## src/rtl/dma_xfer_pkg.sv

```systemverilog
package dma_xfer_pkg;
    typedef enum logic [1:0] {
        SEL_ADDR  = 2'd0,
        SEL_BCNT  = 2'd1,
        SEL_LIMIT = 2'd2,
        SEL_BURST = 2'd3
    } reg_sel_e;

    typedef enum logic [1:0] {
        ST_IDLE  = 2'd0,
        ST_HOLD  = 2'd1,
        ST_YIELD = 2'd2
    } bus_state_e;
endpackage

```

## src/rtl/dma_addr_reg.sv

```systemverilog
module dma_addr_reg #(
    parameter int AW = 32
) (
    input  logic          clk,
    input  logic          rst_n,
    input  logic          wr_en,
    input  logic          wr_step,
    input  logic [AW-1:0] wr_data,
    input  logic          inc,
    output logic [AW-1:0] addr
);
    always_ff @(posedge clk) begin
        if (!rst_n) begin
            addr <= '0;
        end else if (wr_en) begin
            addr <= wr_step ? addr + 1'b1 : wr_data;
        end else if (inc) begin
            addr <= addr + 1'b1;
        end
    end
endmodule

```

## src/rtl/dma_byte_cnt.sv

```systemverilog
module dma_byte_cnt #(
    parameter int CW = 12
) (
    input  logic          clk,
    input  logic          rst_n,
    input  logic          wr_en,
    input  logic          wr_step,
    input  logic [CW-1:0] wr_data,
    input  logic          inc,
    output logic [CW-1:0] cnt,
    output logic          done
);
    localparam logic [CW-1:0] LAST = '1;

    logic halt;

    always_ff @(posedge clk) begin
        if (!rst_n) begin
            cnt  <= '0;
            halt <= 1'b1;
            done <= 1'b0;
        end else begin
            done <= 1'b0;
            if (wr_en && !wr_step) begin
                cnt  <= wr_data;
                halt <= 1'b0;
            end else if (wr_en || (inc && !halt)) begin
                cnt  <= cnt + 1'b1;
                halt <= (cnt == LAST);
                done <= (cnt == LAST);
            end
        end
    end
endmodule

```

## src/rtl/dma_bus_timer.sv

```systemverilog
module dma_bus_timer
    import dma_xfer_pkg::*;
#(
    parameter int TW = 16,
    parameter int BW = 8
) (
    input  logic          clk,
    input  logic          rst_n,
    input  logic          timer_en,
    input  logic          bus_own,
    input  logic          xfer,
    input  logic          lim_wr,
    input  logic [TW-1:0] lim_data,
    input  logic          bst_wr,
    input  logic          bst_step,
    input  logic [BW-1:0] bst_data,
    output logic [TW-1:0] lim,
    output logic [BW-1:0] bst,
    output logic          bus_release
);
    bus_state_e state, state_nx;
    logic [TW-1:0] tmr;
    logic          tmr_hit, bst_hit, holding;

    assign tmr_hit = (lim != '0) && (TW'(tmr + 1'b1) == lim);
    assign bst_hit = xfer && (bst == BW'(1));

    always_ff @(posedge clk) begin
        if (!rst_n) state <= ST_IDLE;
        else        state <= state_nx;
    end

    always_comb begin
        state_nx = state;
        unique case (state)
            ST_IDLE:  if (bus_own && timer_en) state_nx = ST_HOLD;
            ST_HOLD: begin
                if (!bus_own || !timer_en)  state_nx = ST_IDLE;
                else if (tmr_hit || bst_hit) state_nx = ST_YIELD;
            end
            ST_YIELD: if (!bus_own) state_nx = ST_IDLE;
            default:  state_nx = ST_IDLE;
        endcase
    end

    always_comb begin
        bus_release = 1'b0;
        holding     = 1'b0;
        unique case (state)
            ST_IDLE:  ;
            ST_HOLD:  holding = 1'b1;
            ST_YIELD: bus_release = 1'b1;
            default:  ;
        endcase
    end

    always_ff @(posedge clk) begin
        if (!rst_n) begin
            tmr <= '0;
            lim <= '0;
            bst <= '0;
        end else begin
            tmr <= holding ? tmr + 1'b1 : '0;
            if (lim_wr) lim <= lim_data;
            if (bst_wr)
                bst <= bst_step ? bst - 1'b1 : bst_data;
            else if (holding && xfer && bst != '0)
                bst <= bst - 1'b1;
        end
    end
endmodule

```

## src/rtl/dma_xfer_unit.sv

```systemverilog
module dma_xfer_unit
    import dma_xfer_pkg::*;
#(
    parameter int AW = 32,
    parameter int CW = 12,
    parameter int TW = 16,
    parameter int BW = 8
) (
    input  logic          clk,
    input  logic          rst_n,
    input  logic          stop,
    input  logic          test_step,
    input  logic          host_wr,
    input  logic          host_rd,
    input  logic [1:0]    host_sel,
    input  logic [AW-1:0] host_wdata,
    output logic [AW-1:0] host_rdata,
    input  logic          inc_addr,
    input  logic          inc_cnt,
    input  logic          xfer,
    input  logic          bus_own,
    input  logic          timer_en,
    output logic          bus_release,
    output logic          buf_done
);
    localparam int FW  = 16;
    localparam int RSV = FW - CW;

    logic          wr_ok;
    logic [AW-1:0] addr_q;
    logic [CW-1:0] cnt_q;
    logic [TW-1:0] lim_q;
    logic [BW-1:0] bst_q;
    reg_sel_e      sel;

    assign sel   = reg_sel_e'(host_sel);
    assign wr_ok = host_wr && stop;

    dma_addr_reg #(.AW(AW)) u_addr (
        .clk(clk), .rst_n(rst_n),
        .wr_en(wr_ok && sel == SEL_ADDR), .wr_step(test_step),
        .wr_data(host_wdata), .inc(inc_addr), .addr(addr_q)
    );

    dma_byte_cnt #(.CW(CW)) u_bcnt (
        .clk(clk), .rst_n(rst_n),
        .wr_en(wr_ok && sel == SEL_BCNT), .wr_step(test_step),
        .wr_data(host_wdata[CW-1:0]), .inc(inc_cnt),
        .cnt(cnt_q), .done(buf_done)
    );

    dma_bus_timer #(.TW(TW), .BW(BW)) u_tmr (
        .clk(clk), .rst_n(rst_n),
        .timer_en(timer_en), .bus_own(bus_own), .xfer(xfer),
        .lim_wr(wr_ok && sel == SEL_LIMIT), .lim_data(host_wdata[TW-1:0]),
        .bst_wr(wr_ok && sel == SEL_BURST), .bst_step(test_step),
        .bst_data(host_wdata[BW-1:0]),
        .lim(lim_q), .bst(bst_q), .bus_release(bus_release)
    );

    always_comb begin
        host_rdata = '0;
        if (stop && host_rd) begin
            unique case (sel)
                SEL_ADDR:  host_rdata = addr_q;
                SEL_BCNT:  host_rdata = {{(AW-FW){1'b0}}, {RSV{1'b1}}, cnt_q};
                SEL_LIMIT: host_rdata = {{(AW-TW){1'b0}}, lim_q};
                SEL_BURST: host_rdata = {{(AW-BW){1'b0}}, bst_q};
                default:   host_rdata = '0;
            endcase
        end
    end
endmodule

```

## config.mk

```make
export PLATFORM = sky130hd
export DESIGN_NAME = dma_xfer_unit
export DESIGN_NICKNAME = d
export VERILOG_FILES = /design/src/rtl/dma_xfer_pkg.sv /design/src/rtl/dma_addr_reg.sv /design/src/rtl/dma_byte_cnt.sv /design/src/rtl/dma_bus_timer.sv /design/src/rtl/dma_xfer_unit.sv
export SDC_FILE = /design/constraint.sdc
export NUM_CORES = 1
export LEC_CHECK = 0
export BUFFER_PORTS_ARGS = -buffer_cell sky130_fd_sc_hd__buf_2
export CORE_AREA = 10 10 124 126
export CTS_BUF_LIST = sky130_fd_sc_hd__clkbuf_2 sky130_fd_sc_hd__clkbuf_4 sky130_fd_sc_hd__clkbuf_8
export CTS_CLUSTER_DIAMETER = 50
export CTS_CLUSTER_SIZE = 8
export DETAILED_ROUTE_END_ITERATION = 8
export DIE_AREA = 0 0 134 136
export GPL_ROUTABILITY_DRIVEN = 0
export RECOVER_POWER = 25
export SYNTH_ARGS = -nofsm -noshare
export SYNTH_HDL_FRONTEND = slang
export SYNTH_SLANG_ARGS = --single-unit
export TNS_END_PERCENT = 20
```

## constraint.sdc

```tcl
create_clock -name clk -period 3.5 [get_ports clk]
set_clock_uncertainty 0.2 [all_clocks]
set_input_delay 0 -clock clk [delete_from_list [all_inputs] [get_ports clk]]
set_output_delay 0 -clock clk [all_outputs]
set_load 0.1 [all_outputs]
```

==> results_dict.tcl <==
set metrics [dict create \
    required_ps 3630 \
    p_int_mw 1.430 \
    gr-total-overflow 0 \
    cts_tree "done" \
    worstMarginPinSlew_ps 1833 \
    multi_input_area_mm2 0.003646 \
    synth.most_common_cell "nand2_1" \
    dp_hpwl_um 13000 \
    viasPerCell 5.760 \
    slowest_delay_ps 570 \
    fillerInstances 1237 \
    regArea_mm2 0.001762 \
    fp.dieH_um 136 \
    synth_top_area_frac 0.3080 \
    clkLatencyLatePin_ps 390 \
    routed_wirelength_um 18030 \
    cp_slowest_cell "dlygate4sd3_1" \
    core.rowCount 42 \
    final_core_util 0.5254 \
    antenna_found_initial 0 \
    post-route-period-util 0.9427 \
    p_comb_frac 0.164 \
    ios 79 \
    wl_met2_um 8249 \
    seq_area_frac_synth 0.3080 \
    fmax_mhz 303.1 \
    die-area_mm2 0.01822 \
    p_leak_nw 2.549 \
    drt-met1-wl_um 8248 \
    start_util 0.4407 \
    vias 5933 \
    setup-violations-final 0 \
    yosysTopAreaCell "dfxtp_1" \
    rsz0062_at_grt "no" \
    violations "max-capacitance violations, max-slew violations" \
    seqPwrFrac 0.517 \
    slew_viol_final 54 \
    ys_types 75 \
    grt_pass1_wl_um 29440 \
    ant_nets 0 \
    async_flop_share 0 \
    syn_area_mm2 0.005720 \
    synthTopCellsByArea "dfxtp_1, a21oi_1, nand2_1" \
    period_needed_ps 3300 \
    numCtsBuffers 9 \
    drc 0 \
    area_growth_pct 19.23 \
    maxCapViolCount 1 \
    cts_max_level 3 \
    yosys-top-cells-count "nand2_1, nor2_1, dfxtp_1" \
    dr_wl_met3_um 1099 \
    layout.nets 901 \
    crit_arrival_ps 3430 \
    root_buffer "clkbuf_8" \
    clock_sinks 88 \
    synth_seq_cells 88 \
    cp_cell_sequence "ha_1, nand4_2, nor4_2, xnor2_1, o22ai_1, a2111oi_2, a41oi_2, o31ai_2, dlygate4sd3_1" \
    syn_area_per_cell_um2 7.648 \
    synth_ff_type "dfxtp_1" \
    outcome "finished, violations left" \
    grt_max_degree 57 \
    max_slew_margin -0.2237 \
    clockPowerShare 0.319 \
    highest_layer "met4" \
    dr.first_iter.drc_count 432 \
    peakVddDrop_mv 0.1724 \
    holdCritPathClass "in -> reg" \
    cp_top_family "compound AO/OA/AOI/OAI gates" \
    critPathBufInv 1 \
    hold_viol 0 \
    crit_fanout 6 \
    power_density_mw_per_mm2 299.8 \
    num_antenna_cells 0 \
    postCtsResizedCells 0 \
    syn-instance-count 748 \
    grt_usage 0.1978 \
    port_buffers 78 \
    drive_gt1_frac 0.1686 \
    synth-edff-count 0 \
    endpoint_kind "register" \
    cp-start-kind "register" \
    path_clk_slew_ps 90 \
    grt_pass1_vias 5804 \
    p_sw_uw 614.6 \
    setup_tns_ps 0 \
    synth_fp_nets 799 \
    avgRoutedWirePerCell_um 17.50 \
    synth_warnings 0 \
    clk_path_buf_depth 2 \
    swShare 0.3006 \
    crit_type "reg -> reg" \
    dr.pass1.iters 5 \
    core_mm2 0.01298 \
    die_w_um 134 \
]
## cells in the final DEF (no fill, tap or decap), drive strengths merged, types with 5 or more instances in the layout
master and n:
a211oi 10, xor2 12, o31ai 6, buf 87, nor4 18, a31oi 6, a2bb2oi 5, or3 5
a22oi 7, dfxtp 88, a22o 8, and2 20, nand3 29, ha 6, xnor2 18, clkbuf 14
nor3 27, nor2b 14, o22ai 10, o221a 5, a21oi 81, nand4 14, and3 14, inv 17
mux2i 6, nand2 98, dlygate4sd3 49, mux4 8, o21ai 38, nor2 93
## layout make-up
type / instances / share of cell area
clock buffer: 11 / 0.02036
clock inverter: 4 / 0.003302
inverter: 17 / 0.009356
multi-input combinational: 595 / 0.5346
sequential: 88 / 0.2583
tap: 176 / 0.03229
timing repair buffer: 139 / 0.1418
## per-stage QoR
| stage | cell area [µm²] | power (mW) | hold slack, ps | instances | setup slack, ps |
|---|---|---|---|---|---|
| 2_1_floorplan | 5727 | 1.272 | -64.03 | 748 | 1041 |
| 3_3_place_gp | 6178 | 1.367 | 69.65 | 966 | 864.2 |
| 3_5_place_dp | 6178 | 1.373 | 70.83 | 966 | 763.8 |
| 4_1_cts | 6830 | 2.051 | 19.89 | 1030 | 240.8 |
| 5_1_grt | 6820 | 2.129 | 47.70 | 1030 | 40.85 |
| 6_report | 6820 | 2.045 | 29.67 | 1030 | 200.4 |
## layer usage
layer | global-route usage | vias up
met1 | 0.2533 | 2805
li1 | - | 2889
met4 | 0.07799 | 0
met5 | 0 | -
met2 | 0.3238 | 204
met3 | 0.03506 | 35
## state kept, by name, summed over array words and instances (netlist names)
register / cells
u_addr.addr: 32
u_tmr.lim: 16
u_tmr.tmr: 16
u_bcnt.cnt: 12
u_tmr.bst: 8
u_tmr.state: 2
u_bcnt.done: 1
u_bcnt.halt: 1
## logic make-up after synthesis
| family | count (synthesis) | share of synthesized area |
|---|---|---|
| AND/OR/NAND/NOR | 347 | 0.3174 |
| AO/OA/AOI/OAI | 198 | 0.2172 |
| XOR/XNOR | 30 | 0.04593 |
| buffers and inverters | 65 | 0.05577 |
| adder cells (fa/ha/maj) | 6 | 0.01312 |
| flip-flops | 88 | 0.3080 |
| multiplexers | 14 | 0.04265 |
## repair_timing
action                                 4_1_cts  5_1_grt
setup buffers                                0        0
hold buffers                                49        0
endpoints found under the hold margin       72        0
## power by group through the flow
stage	Combinational (mW)	Sequential, mW	Clock, mW
5_1_grt	0.368	1.06	0.700
6_report	0.335	1.06	0.653
3_5_place_dp	0.293	1.08	0
4_1_cts	0.333	1.06	0.662
3_3_place_gp	0.289	1.08	0
2_1_floorplan	0.205	1.07	0
## final timing paths
path | start | to | slack (ps) | depth (start not counted)
max | u_tmr.tmr[0]$_SDFF_PN0_ | u_tmr.state[1]$_SDFFE_PN0P_ | 200 | 9
min | timer_en | u_tmr.state[0]$_SDFFE_PN0P_ | 30 | 6
max reg2reg | u_tmr.tmr[0]$_SDFF_PN0_ | u_tmr.state[1]$_SDFFE_PN0P_ | 200 | 9
min reg2reg | u_tmr.lim[6]$_SDFFE_PN0P_ | u_tmr.lim[6]$_SDFFE_PN0P_ | 320 | 2
## tightest hold or removal path, cell delays in order
cell and delay [ps]:
buf_2 90, nand2_1 70, mux2i_1 130, nor2_1 90, nor2_1 90, o21a_1 120
(Power assumes the default switching activity.)
